==> src/rtl/accum_pkg.sv <==
package accum_pkg;

  localparam int OP_W = 4;

  localparam logic [OP_W-1:0] OP_LOAD  = 4'h1;
  localparam logic [OP_W-1:0] OP_ADD   = 4'h2;
  localparam logic [OP_W-1:0] OP_STORE = 4'h6;
  localparam logic [OP_W-1:0] OP_READ  = 4'hA;
  localparam logic [OP_W-1:0] OP_PRINT = 4'hB;
  localparam logic [OP_W-1:0] OP_HALT  = 4'hF;

  typedef enum logic [2:0] {
    ST_FETCH,
    ST_DECODE,
    ST_OPER,
    ST_INPUT,
    ST_OUTPUT,
    ST_HALT
  } cpuState_e;

  typedef enum logic [1:0] {
    ADDR_PC,
    ADDR_FETCHED,
    ADDR_IR
  } addrSel_e;

  typedef struct packed {
    logic     irLoad;
    logic     accLoad;
    logic     accAdd;
    logic     pcInc;
    logic     outLoad;
    logic     memWe;
    logic     wrFromIn;
    addrSel_e addrSel;
  } ctrlStrobe_t;

endpackage

==> src/rtl/accum_ctrl.sv <==
module accum_ctrl
  import accum_pkg::*;
(
  input  logic              clk,
  input  logic              rstN,
  input  logic [OP_W-1:0]   fetchOp,
  input  logic [OP_W-1:0]   irOp,
  input  logic              inValid,
  input  logic              outReady,
  output ctrlStrobe_t       strobe,
  output logic              inReady,
  output logic              outValid,
  output logic              halted
);

  cpuState_e curState;
  cpuState_e nxtState;

  always_ff @(posedge clk or negedge rstN) begin
    if (!rstN) curState <= ST_FETCH;
    else       curState <= nxtState;
  end

  always_comb begin
    strobe   = '0;
    strobe.addrSel = ADDR_PC;
    nxtState = curState;
    inReady  = 1'b0;
    outValid = 1'b0;
    halted   = 1'b0;
    unique case (curState)
      ST_FETCH: begin
        strobe.addrSel = ADDR_PC;
        nxtState = ST_DECODE;
      end
      ST_DECODE: begin
        // memRdata carries the instruction word in this cycle
        strobe.irLoad  = 1'b1;
        strobe.addrSel = ADDR_FETCHED;
        unique case (fetchOp)
          OP_LOAD, OP_ADD, OP_PRINT: nxtState = ST_OPER;
          OP_STORE: begin
            strobe.memWe = 1'b1;
            strobe.pcInc = 1'b1;
            nxtState     = ST_FETCH;
          end
          OP_READ: nxtState = ST_INPUT;
          OP_HALT: nxtState = ST_HALT;
          default: begin
            strobe.pcInc = 1'b1;
            nxtState     = ST_FETCH;
          end
        endcase
      end
      ST_OPER: begin
        // memRdata carries the operand word in this cycle
        strobe.addrSel = ADDR_IR;
        unique case (irOp)
          OP_LOAD: begin
            strobe.accLoad = 1'b1;
            strobe.pcInc   = 1'b1;
            nxtState       = ST_FETCH;
          end
          OP_ADD: begin
            strobe.accAdd = 1'b1;
            strobe.pcInc  = 1'b1;
            nxtState      = ST_FETCH;
          end
          OP_PRINT: begin
            strobe.outLoad = 1'b1;
            nxtState       = ST_OUTPUT;
          end
          default: begin
            strobe.pcInc = 1'b1;
            nxtState     = ST_FETCH;
          end
        endcase
      end
      ST_INPUT: begin
        strobe.addrSel = ADDR_IR;
        inReady = 1'b1;
        if (inValid) begin
          strobe.memWe    = 1'b1;
          strobe.wrFromIn = 1'b1;
          strobe.pcInc    = 1'b1;
          nxtState        = ST_FETCH;
        end
      end
      ST_OUTPUT: begin
        strobe.addrSel = ADDR_IR;
        outValid = 1'b1;
        if (outReady) begin
          strobe.pcInc = 1'b1;
          nxtState     = ST_FETCH;
        end
      end
      ST_HALT: begin
        strobe.addrSel = ADDR_IR;
        halted   = 1'b1;
        nxtState = ST_HALT;
      end
      default: nxtState = ST_FETCH;
    endcase
  end

endmodule

==> src/rtl/accum_dpath.sv <==
module accum_dpath
  import accum_pkg::*;
#(
  parameter int              ADDR_W     = 12,
  parameter int              DATA_W     = 16,
  parameter logic [ADDR_W-1:0] START_ADDR = 12'h008
) (
  input  logic              clk,
  input  logic              rstN,
  input  ctrlStrobe_t       strobe,
  input  logic [DATA_W-1:0] memRdata,
  input  logic [DATA_W-1:0] inData,
  output logic [ADDR_W-1:0] memAddr,
  output logic              memWe,
  output logic [DATA_W-1:0] memWdata,
  output logic [DATA_W-1:0] outData,
  output logic [OP_W-1:0]   fetchOp,
  output logic [OP_W-1:0]   irOp
);

  localparam logic [ADDR_W-1:0] PC_STEP = ADDR_W'(1);

  logic [ADDR_W-1:0] pcReg;
  logic [DATA_W-1:0] irReg;
  logic [DATA_W-1:0] accReg;
  logic [DATA_W-1:0] outBuf;

  always_ff @(posedge clk or negedge rstN) begin
    if (!rstN) begin
      pcReg  <= START_ADDR;
      irReg  <= '0;
      accReg <= '0;
      outBuf <= '0;
    end else begin
      if (strobe.pcInc)   pcReg  <= pcReg + PC_STEP;
      if (strobe.irLoad)  irReg  <= memRdata;
      if (strobe.accLoad) accReg <= memRdata;
      else if (strobe.accAdd) accReg <= accReg + memRdata;
      if (strobe.outLoad) outBuf <= memRdata;
    end
  end

  always_comb begin
    unique case (strobe.addrSel)
      ADDR_PC:      memAddr = pcReg;
      ADDR_FETCHED: memAddr = memRdata[ADDR_W-1:0];
      ADDR_IR:      memAddr = irReg[ADDR_W-1:0];
      default:      memAddr = pcReg;
    endcase
  end

  assign memWe    = strobe.memWe;
  assign memWdata = strobe.wrFromIn ? inData : accReg;
  assign outData  = outBuf;
  assign fetchOp  = memRdata[DATA_W-1 -: OP_W];
  assign irOp     = irReg[DATA_W-1 -: OP_W];

endmodule

==> src/rtl/accum_core.sv <==
module accum_core
  import accum_pkg::*;
#(
  parameter int                ADDR_W     = 12,
  parameter logic [ADDR_W-1:0] START_ADDR = 12'h008,
  localparam int               DATA_W     = OP_W + ADDR_W
) (
  input  logic              clk,
  input  logic              rstN,
  output logic [ADDR_W-1:0] memAddr,
  output logic              memWe,
  output logic [DATA_W-1:0] memWdata,
  input  logic [DATA_W-1:0] memRdata,
  input  logic              inValid,
  output logic              inReady,
  input  logic [DATA_W-1:0] inData,
  output logic              outValid,
  input  logic              outReady,
  output logic [DATA_W-1:0] outData,
  output logic              halted
);

  ctrlStrobe_t     strobe;
  logic [OP_W-1:0] fetchOp;
  logic [OP_W-1:0] irOp;

  accum_ctrl u_ctrl (
    .clk      (clk),
    .rstN     (rstN),
    .fetchOp  (fetchOp),
    .irOp     (irOp),
    .inValid  (inValid),
    .outReady (outReady),
    .strobe   (strobe),
    .inReady  (inReady),
    .outValid (outValid),
    .halted   (halted)
  );

  accum_dpath #(
    .ADDR_W     (ADDR_W),
    .DATA_W     (DATA_W),
    .START_ADDR (START_ADDR)
  ) u_dpath (
    .clk      (clk),
    .rstN     (rstN),
    .strobe   (strobe),
    .memRdata (memRdata),
    .inData   (inData),
    .memAddr  (memAddr),
    .memWe    (memWe),
    .memWdata (memWdata),
    .outData  (outData),
    .fetchOp  (fetchOp),
    .irOp     (irOp)
  );

endmodule

==> config.mk <==
export PLATFORM = sky130hd
export DESIGN_NAME = accum_core
export DESIGN_NICKNAME = d
export VERILOG_FILES = /design/src/rtl/accum_pkg.sv /design/src/rtl/accum_ctrl.sv /design/src/rtl/accum_dpath.sv /design/src/rtl/accum_core.sv
export SDC_FILE = /design/constraint.sdc
export NUM_CORES = 1
export LEC_CHECK = 0
export ABC_AREA = 0
export BUFFER_PORTS_ARGS = -buffer_cell sky130_fd_sc_hd__buf_2
export CAP_MARGIN = 20
export CORE_MARGIN = 2
export CORE_UTILIZATION = 60
export CTS_BUF_LIST = sky130_fd_sc_hd__clkbuf_16
export DETAILED_ROUTE_END_ITERATION = 6
export PLACE_DENSITY = 0.83
export SYNTH_ARGS = -nofsm -noshare
export SYNTH_HDL_FRONTEND = slang
export SYNTH_SLANG_ARGS = --single-unit
==> constraint.sdc <==
create_clock -name clk -period 5.3 [get_ports clk]
set_clock_uncertainty 0.2 [all_clocks]
set_input_delay 0.53 -clock clk [delete_from_list [all_inputs] [get_ports clk]]
set_output_delay 0.53 -clock clk [all_outputs]
set_load 0.02 [all_outputs]
==> results of run 1 <==
## per-stage QoR
step	instances	instance area [um2]	util, %	hold slack (ps)
6_report	635	4890	71.9	181
5_1_grt	635	4890	71.9	261
4_1_cts	635	4890	71.9	211
3_5_place_dp	619	4600	67.8	262
3_3_place_gp	619	4600	67.8	260
2_1_floorplan	466	4190	-	34.4
## cells in the mapped netlist, types with 15 or more instances
library cell,instances
nand2_1,85
ha_1,18
o21ai_0,29
nor2_1,20
xnor2_1,15
clkbuf_1,17
mux2_1,18
dfrtp_1,62
mux2_2,16
a21oi_1,28
a22oi_1,19
## cell usage in the layout (no fill, tap or decap), types with 3 or more instances in the layout
cell,n
nor2_1,20
mux2_1,18
o21ai_0,29
nand4_1,9
o22ai_1,6
o21a_1,3
buf_2,83
nand2_1,85
a21oi_1,28
xor2_1,11
o21ai_1,3
ha_1,18
xnor2_1,15
nand3_1,5
and2_1,6
a22oi_1,19
mux2_2,16
a22o_1,7
inv_1,7
and3_1,11
clkbuf_16,9
a21o_1,5
nand2b_1,6
nor3_1,9
dfrtp_1,62
a31oi_1,3
nor2b_1,5
## flip-flops by register name, summed over array words and instances (netlist names)
signal,count
u_dpath.irReg,16
u_ctrl.curState,3
u_dpath.outData,16
u_dpath.pcReg,12
u_dpath.accReg,16
## area by class of cell
type | instances | area (um2) | share of cell area (%)
inverter | 6 | 22.5 | 0.461
sequential | 63 | 1580 | 32.3
clock buffer | 9 | 225 | 4.61
tap | 96 | 120 | 2.46
multi-input combinational | 370 | 2460 | 50.4
timing repair buffer | 84 | 423 | 8.65
clock inverter | 7 | 57.6 | 1.18
## layer usage
| metal | vias up | GRT usage (%) | wire length [um] |
|---|---|---|---|
| li1 | 1821 | - | - |
| met1 | 1880 | 39.5 | 4510 |
| met2 | 203 | 47.7 | 5410 |
| met3 | 34 | 5.37 | 872 |
| met4 | 0 | 12.2 | 297 |
| met5 | - | 0 | 0 |
## power by group through the flow
stage               sequential, mW  combinational [mW]  clock [mW]
floorplan                    0.830                1.05           0
global placement             0.865                1.33           0
detailed placement           0.878                1.38           0
CTS                          0.871                1.39       0.572
global route                 0.902                1.53       0.597
finish                       0.878                1.39       0.573
## worst paths after layout
path / start / end / slack (ps) / depth (start not counted)
worst max-delay path: u_ctrl.curState[2] / memAddr[2] / 2090 / 7
max in group asynchronous: rstN / u_dpath.accReg[5] / 4190 / 2
worst min register to register: u_dpath.pcReg[11] / u_dpath.pcReg[11] / 270 / 1
worst max register to register: u_dpath.irReg[13] / u_dpath.accReg[15] / 2100 / 5
min in group clk: u_dpath.pcReg[11] / u_dpath.pcReg[11] / 270 / 1
worst min-delay path: rstN / u_dpath.pcReg[2] / 180 / 2
## cell families (layout without fill, tap and decap cells)
family,count (synthesis),after routing,synth area share [%]
xor+xnor,26,26,5.43
buf+inv,33,106,3.67
simple gates,167,167,18.7
compound gates,123,123,19.4
flops,63,63,37.6
mux,35,35,9.37
fa+ha+maj,19,19,5.85
==> impl_metrics.xml, run 1 <==
<?xml version="1.0" encoding="UTF-8"?>
<metrics>
  <group name="global_routing">
    <metric name="grt.overflow.total" unit="">0</metric>
    <metric name="grt_first_pass_wirelength" unit="um">17600</metric>
    <metric name="via_count_of_the_first_global_routing_pass" unit="">3636</metric>
    <metric name="total_grt_usage" unit="%">29.6</metric>
    <metric name="grt_start_max_net_pins" unit="">64</metric>
    <metric name="antenna_found_initial" unit="">0</metric>
  </group>
  <group name="timing">
    <metric name="hold_viol" unit="">0</metric>
    <metric name="timing.max_slew.rel_slack" unit="%">29.5</metric>
    <metric name="postLayoutSetupSlackWorst" unit="ps">2090</metric>
    <metric name="fmax" unit="GHz">0.311</metric>
    <metric name="final-setup-viol-count" unit="">0</metric>
    <metric name="setup_tns" unit="ps">0</metric>
    <metric name="rsz0062_at_grt" unit="">no</metric>
    <metric name="actual_transition_at_the_worst_max_transition_pin" unit="ps">1060</metric>
    <metric name="fin_crit_share" unit="%">60.6</metric>
    <metric name="final-max-slew-violation-count" unit="">0</metric>
    <metric name="period_needed" unit="ps">3210</metric>
  </group>
  <group name="worst_hold_path">
    <metric name="worst_hold_path_type" unit="">input port to asynchronous set/reset pin</metric>
  </group>
  <group name="power_and_ir_drop">
    <metric name="vdd_drop_max" unit="mV">0.285</metric>
    <metric name="power_consumption" unit="mW">2.85</metric>
    <metric name="part_of_the_power_in_the_clock_network" unit="%">20.1</metric>
    <metric name="power.switching" unit="mW">1.29</metric>
    <metric name="power.switching_fraction" unit="%">45.4</metric>
    <metric name="power.share.combinational" unit="%">49.0</metric>
    <metric name="leakage" unit="nW">2.28</metric>
    <metric name="p_seq_share" unit="%">30.9</metric>
    <metric name="internal_power" unit="mW">1.55</metric>
    <metric name="pwr_dens" unit="nW/um2">582</metric>
  </group>
  <group name="critical_path">
    <metric name="crit_buf_inv" unit="">2</metric>
    <metric name="cp_max_fo" unit="">20</metric>
    <metric name="path_class" unit="">flip-flop to primary output</metric>
    <metric name="max_stage_delay" unit="ps">470</metric>
    <metric name="worst_setup_path_start_kind" unit="">flip-flop</metric>
    <metric name="crit_path_cell_trace" unit="">nor2_2, nand2_4, inv_2, ha_1, a22oi_1, o21ai_0, buf_2</metric>
    <metric name="cp-end-kind" unit="">primary output</metric>
    <metric name="worst_ep_required_time" unit="ps">4570</metric>
    <metric name="worst_path_dominant_cell_family" unit="">buffers and inverters</metric>
    <metric name="crit_path_top_delay_cell" unit="">ha_1</metric>
    <metric name="critical_path_arrival" unit="ps">2480</metric>
  </group>
  <group name="detailed_routing">
    <metric name="drtPass1Iterations" unit="">5</metric>
    <metric name="postRouteWirelength" unit="um">11100</metric>
    <metric name="vias" unit="">3938</metric>
    <metric name="wl_per_cell" unit="um">17.5</metric>
    <metric name="detail_route.drc_violations" unit="">0</metric>
    <metric name="first_iter_violations" unit="">317</metric>
    <metric name="post_drt_via_cell_ratio" unit="">6.20</metric>
    <metric name="route.antenna.remaining_nets" unit="">0</metric>
  </group>
  <group name="floorplanning">
    <metric name="effective_utilization_at_floorplan" unit="%">61.7</metric>
    <metric name="die_w" unit="um">87.6</metric>
    <metric name="io_pins" unit="">84</metric>
    <metric name="num_rows" unit="">30</metric>
    <metric name="fp.coreArea" unit="um2">6790</metric>
    <metric name="die-area" unit="um2">7670</metric>
    <metric name="die-height" unit="um">87.6</metric>
  </group>
  <group name="logic_synthesis">
    <metric name="ys_top_cells_by_area" unit="">dfrtp_1 37%, nand2_1 7.6%, ha_1 5.4%</metric>
    <metric name="synth.ff_latch_count" unit="">63</metric>
    <metric name="portion_of_the_post_synthesis_area_used_by_sequential_elements" unit="%">37.6</metric>
    <metric name="total_of_warnings_raised_by_yosys" unit="">0</metric>
    <metric name="synth_async_sr_flop_share" unit="%">100</metric>
    <metric name="synth.cell_area" unit="um2">4190</metric>
    <metric name="netlist.area_leader.share" unit="%">37.0</metric>
    <metric name="number_of_enable_type_register_cells_in_the_synthesized_netlist" unit="">0</metric>
    <metric name="syn-num-nets" unit="">521</metric>
    <metric name="synth.lib_cells_used.distinct" unit="">60</metric>
    <metric name="syn-instance-count" unit="">466</metric>
    <metric name="netlist.top_cell.by_area" unit="">dfrtp_1</metric>
    <metric name="ys.flop_type" unit="">dfrtp_1</metric>
    <metric name="syn_area_per_cell" unit="um2">9.00</metric>
  </group>
  <group name="cts">
    <metric name="cts_hold_buffers" unit="">0</metric>
    <metric name="cts_buffer_count" unit="">9</metric>
    <metric name="clock_latency_on_the_worst_skew_pair" unit="ps">330</metric>
    <metric name="post_cts_clock_slew_at_the_launch_and_capture_registers_of_the_worst_setup_and_hold_paths" unit="ps">60</metric>
    <metric name="cts_num_sinks" unit="">63</metric>
    <metric name="post_cts_resized" unit="">0</metric>
    <metric name="post-cts-setup-buffer-count" unit="">0</metric>
    <metric name="cts_tree" unit="">yes</metric>
    <metric name="clockBufferDepth" unit="">2</metric>
    <metric name="cts-htree-levels" unit="">3</metric>
    <metric name="cts_root_buf" unit="">clkbuf_16</metric>
  </group>
  <group name="cells_and_area">
    <metric name="fin_nets" unit="">589</metric>
    <metric name="antenna_cells" unit="">0</metric>
    <metric name="final.fill_count" unit="">531</metric>
    <metric name="area.growth.synth_to_final" unit="%">16.6</metric>
    <metric name="drive_gt1_share" unit="%">22.1</metric>
  </group>
  <group name="run">
    <metric name="count_of_maximum_capacitance_violations" unit="">0</metric>
  </group>
  <group name="place">
    <metric name="placer_congestion_estimate" unit="">0.866</metric>
    <metric name="port_buffers" unit="">83</metric>
    <metric name="dp.final_hpwl" unit="um">7680</metric>
    <metric name="detailedPlace.worstSlack" unit="ps">2300</metric>
  </group>
  <group name="run_status">
    <metric name="run_status" unit="">finished, final reports clean</metric>
  </group>
</metrics>
Note: power is estimated with default switching activity, not from simulation.
==> run 2: changes to the inputs <==
--- a/config.mk
+++ b/config.mk
@@ -9,10 +9,10 @@
 export BUFFER_PORTS_ARGS = -buffer_cell sky130_fd_sc_hd__buf_2
 export CAP_MARGIN = 20
 export CORE_MARGIN = 2
-export CORE_UTILIZATION = 60
+export CORE_UTILIZATION = 56
 export CTS_BUF_LIST = sky130_fd_sc_hd__clkbuf_16
 export DETAILED_ROUTE_END_ITERATION = 6
-export PLACE_DENSITY = 0.83
+export PLACE_DENSITY = 0.78
 export SYNTH_ARGS = -nofsm -noshare
 export SYNTH_HDL_FRONTEND = slang
 export SYNTH_SLANG_ARGS = --single-unit
==> constraint.sdc (replaced) <==
create_clock -name clk -period 3.3 [get_ports clk]
set_clock_uncertainty 0.2 [all_clocks]
set_input_delay 0.33 -clock clk [delete_from_list [all_inputs] [get_ports clk]]
set_output_delay 0.33 -clock clk [all_outputs]
set_load 0.02 [all_outputs]
==> run 2 against run 1 <==
Hold slack worse by 110 ps; count of clock-buffer cells in the layout stayed put; core utilization is 3.4 points lower; register-to-register slack worse by 1500 ps; sequential power is 49% higher; clock power is 78% higher; worst setup slack worse by 1800 ps; critical path depth stayed put; final cell count is 1.4% higher; sequential share of layout area is 0.54 points lower; first-iteration DRC count is 7.3% lower; total power is 66% higher; critical path type unchanged; largest cell class unchanged.
==> impl_metrics.xml, run 2 (synthesized netlist as in run 1, its figures left out) <==
<?xml version="1.0" encoding="UTF-8"?>
<metrics>
  <group name="critical_path">
    <metric name="cp-end-kind" unit="">primary output</metric>
    <metric name="crit_buf_inv" unit="">2</metric>
    <metric name="worst_ep_required_time" unit="ps">2770</metric>
    <metric name="critical_path_arrival" unit="ps">2460</metric>
    <metric name="crit_path_top_delay_cell" unit="">ha_1</metric>
    <metric name="cp_max_fo" unit="">17</metric>
    <metric name="path_depth" unit="">7</metric>
    <metric name="worst_path_dominant_cell_family" unit="">adder cells</metric>
    <metric name="worstRegToRegCells" unit="">8</metric>
    <metric name="path_class" unit="">flip-flop to primary output</metric>
    <metric name="worst_setup_path_start_kind" unit="">flip-flop</metric>
    <metric name="crit_path_cell_trace" unit="">nor2_2, nand2_4, inv_2, ha_1, a22oi_1, o21ai_0, buf_2</metric>
    <metric name="max_stage_delay" unit="ps">480</metric>
  </group>
  <group name="cells_and_area">
    <metric name="drive_gt1_share" unit="%">23.3</metric>
    <metric name="area.growth.synth_to_final" unit="%">18.5</metric>
    <metric name="finished_cell_area" unit="um2">4970</metric>
    <metric name="fin_nets" unit="">595</metric>
    <metric name="final_common_cell" unit="">nand2_1</metric>
    <metric name="mostFrequentLayoutCells" unit="">85 x nand2_1, 83 x buf_2, 62 x dfrtp_1</metric>
    <metric name="antenna_cells" unit="">0</metric>
  </group>
  <group name="cts">
    <metric name="post_cts_resized" unit="">0</metric>
    <metric name="post_cts_clock_slew_at_the_launch_and_capture_registers_of_the_worst_setup_and_hold_paths" unit="ps">60</metric>
    <metric name="cts_root_buf" unit="">clkbuf_16</metric>
    <metric name="cts_num_sinks" unit="">63</metric>
    <metric name="cts-htree-levels" unit="">3</metric>
    <metric name="cts_tree" unit="">yes</metric>
    <metric name="clock_latency_on_the_worst_skew_pair" unit="ps">330</metric>
    <metric name="cts_buffer_count" unit="">9</metric>
    <metric name="post-cts-setup-buffer-count" unit="">0</metric>
    <metric name="clockBufferDepth" unit="">2</metric>
  </group>
  <group name="power_and_ir_drop">
    <metric name="vdd_drop_max" unit="mV">0.434</metric>
    <metric name="power.switching" unit="mW">2.11</metric>
    <metric name="part_of_the_power_in_the_clock_network" unit="%">21.6</metric>
    <metric name="power.switching_fraction" unit="%">44.7</metric>
    <metric name="leakage" unit="nW">2.32</metric>
    <metric name="p_seq_share" unit="%">27.7</metric>
    <metric name="power.share.combinational" unit="%">50.7</metric>
    <metric name="internal_power" unit="mW">2.61</metric>
    <metric name="pwr_dens" unit="nW/um2">948</metric>
  </group>
  <group name="detailed_routing">
    <metric name="first_iter_violations" unit="">294</metric>
    <metric name="route.antenna.remaining_nets" unit="">0</metric>
    <metric name="postRouteWirelength" unit="um">11200</metric>
    <metric name="vias" unit="">3914</metric>
    <metric name="wl_per_cell" unit="um">17.4</metric>
    <metric name="drtPass1Iterations" unit="">6</metric>
    <metric name="detail_route.drc_violations" unit="">0</metric>
    <metric name="post_drt_via_cell_ratio" unit="">6.08</metric>
  </group>
  <group name="global_routing">
    <metric name="globalRouteMet3Util" unit="%">6.18</metric>
    <metric name="grtUsageMet1" unit="%">36.5</metric>
    <metric name="grt_first_pass_wirelength" unit="um">18700</metric>
    <metric name="antenna_found_initial" unit="">0</metric>
    <metric name="grt_start_max_net_pins" unit="">34</metric>
    <metric name="total_grt_usage" unit="%">28.3</metric>
    <metric name="grt.overflow.total" unit="">0</metric>
    <metric name="groute.layer.met2.usage" unit="%">47.6</metric>
    <metric name="via_count_of_the_first_global_routing_pass" unit="">3836</metric>
    <metric name="grt_busiest_layer" unit="">met2</metric>
  </group>
  <group name="floorplanning">
    <metric name="die-area" unit="um2">8190</metric>
    <metric name="die-height" unit="um">90.5</metric>
    <metric name="num_rows" unit="">31</metric>
    <metric name="fp.coreArea" unit="um2">7250</metric>
    <metric name="die_w" unit="um">90.5</metric>
    <metric name="effective_utilization_at_floorplan" unit="%">57.8</metric>
    <metric name="io_pins" unit="">84</metric>
  </group>
  <group name="place">
    <metric name="placer_congestion_estimate" unit="">0.887</metric>
    <metric name="port_buffers" unit="">83</metric>
    <metric name="dp.final_hpwl" unit="um">7690</metric>
    <metric name="placedInstanceArea" unit="um2">4650</metric>
  </group>
  <group name="timing">
    <metric name="final-max-slew-violation-count" unit="">0</metric>
    <metric name="fmax" unit="GHz">0.335</metric>
    <metric name="period_needed" unit="ps">2990</metric>
    <metric name="fin_crit_share" unit="%">90.6</metric>
    <metric name="hold_viol" unit="">0</metric>
    <metric name="rsz0062_at_grt" unit="">no</metric>
    <metric name="actual_transition_at_the_worst_max_transition_pin" unit="ps">839</metric>
    <metric name="timing.max_slew.rel_slack" unit="%">44.1</metric>
    <metric name="setup_tns" unit="ps">0</metric>
    <metric name="final-setup-viol-count" unit="">0</metric>
  </group>
  <group name="worst_hold_path">
    <metric name="worst_hold_path_type" unit="">input port to flip-flop</metric>
    <metric name="min_delay_path_depth" unit="">3</metric>
  </group>
  <group name="run_status">
    <metric name="run_status" unit="">finished, final reports clean</metric>
  </group>
  <group name="run">
    <metric name="count_of_maximum_capacitance_violations" unit="">0</metric>
  </group>
</metrics>
run 2: cell count changes in the layout (fill, tap and decap cells not counted):
cell / previous run / this run
clkinv_2: 1 / 2
inv_1: 7 / 6
bufinv_16: 1 / 2
clkinvlp_4: 1 / 2
buf_4: 1 / 6
clkinv_1: 2 / 0
dlygate4sd3_1: 0 / 1
run 2: layout make-up:
cell class / instances / area, um2
inverters: 6 / 22.5
multi-input cells: 370 / 2460
well taps: 99 / 124
fillers: 615 / 2280
clock inverters: 7 / 88.8
repair buffers: 90 / 470
clock buffers: 9 / 225
flip-flops and latches: 63 / 1580
run 2: final timing paths:
check | start | to | slack [ps]
max | u_ctrl.curState[2] | memAddr[8] | 310
max reg2reg | u_dpath.accReg[0] | u_dpath.accReg[14] | 600
max in group asynchronous | rstN | u_dpath.irReg[10] | 1750
min | memRdata[0] | u_dpath.irReg[0] | 70
min in group asynchronous | rstN | u_dpath.pcReg[5] | 410
min reg2reg | u_dpath.pcReg[11] | u_dpath.pcReg[11] | 280
run 2: repair_timing:
item | in CTS | in global routing
endpoints found under the setup margin | 0 | 0
hold buffers | 1 | 0
hold endpoints to repair | 30 | 0
run 2: stage by stage:
step	power (mW)	std cells	hold WS, ps	util (%)	worst slack (ps)
floorplan	3.02	466	-166	-	403
global placement	3.57	627	235	64.1	634
detailed placement	3.66	627	241	64.1	570
CTS	4.70	644	66.5	68.5	361
global route	5.05	644	82.1	68.5	181
finish	4.71	644	68.7	68.5	312
run 2: worst reg2reg max path, stage by stage (launching register included):
cell	delay [ps]
dfrtp_1	420
ha_1	230
fa_1	400
a21o_1	220
a311oi_1	300
o221ai_1	230
nand4_1	150
mux2_1	330
a21oi_1	150
run 2: per-layer routing:
metal / share of wire (%) / routed length (um) / vias up
li1: - / - / 1835
met4: 1.3 / 148 / 0
met5: 0 / 0 / -
met1: 42 / 4660 / 1915
met3: 6.4 / 712 / 16
met2: 51 / 5670 / 148
run 2: power groups by stage:
stage	logic (mW)	clock network [mW]	registers [mW]
after floorplan	1.69	0	1.33
after global placement	2.28	0	1.28
after global routing	2.64	1.07	1.34
after detailed placement	2.35	0	1.30
after CTS	2.38	1.02	1.30
final	2.39	1.02	1.31
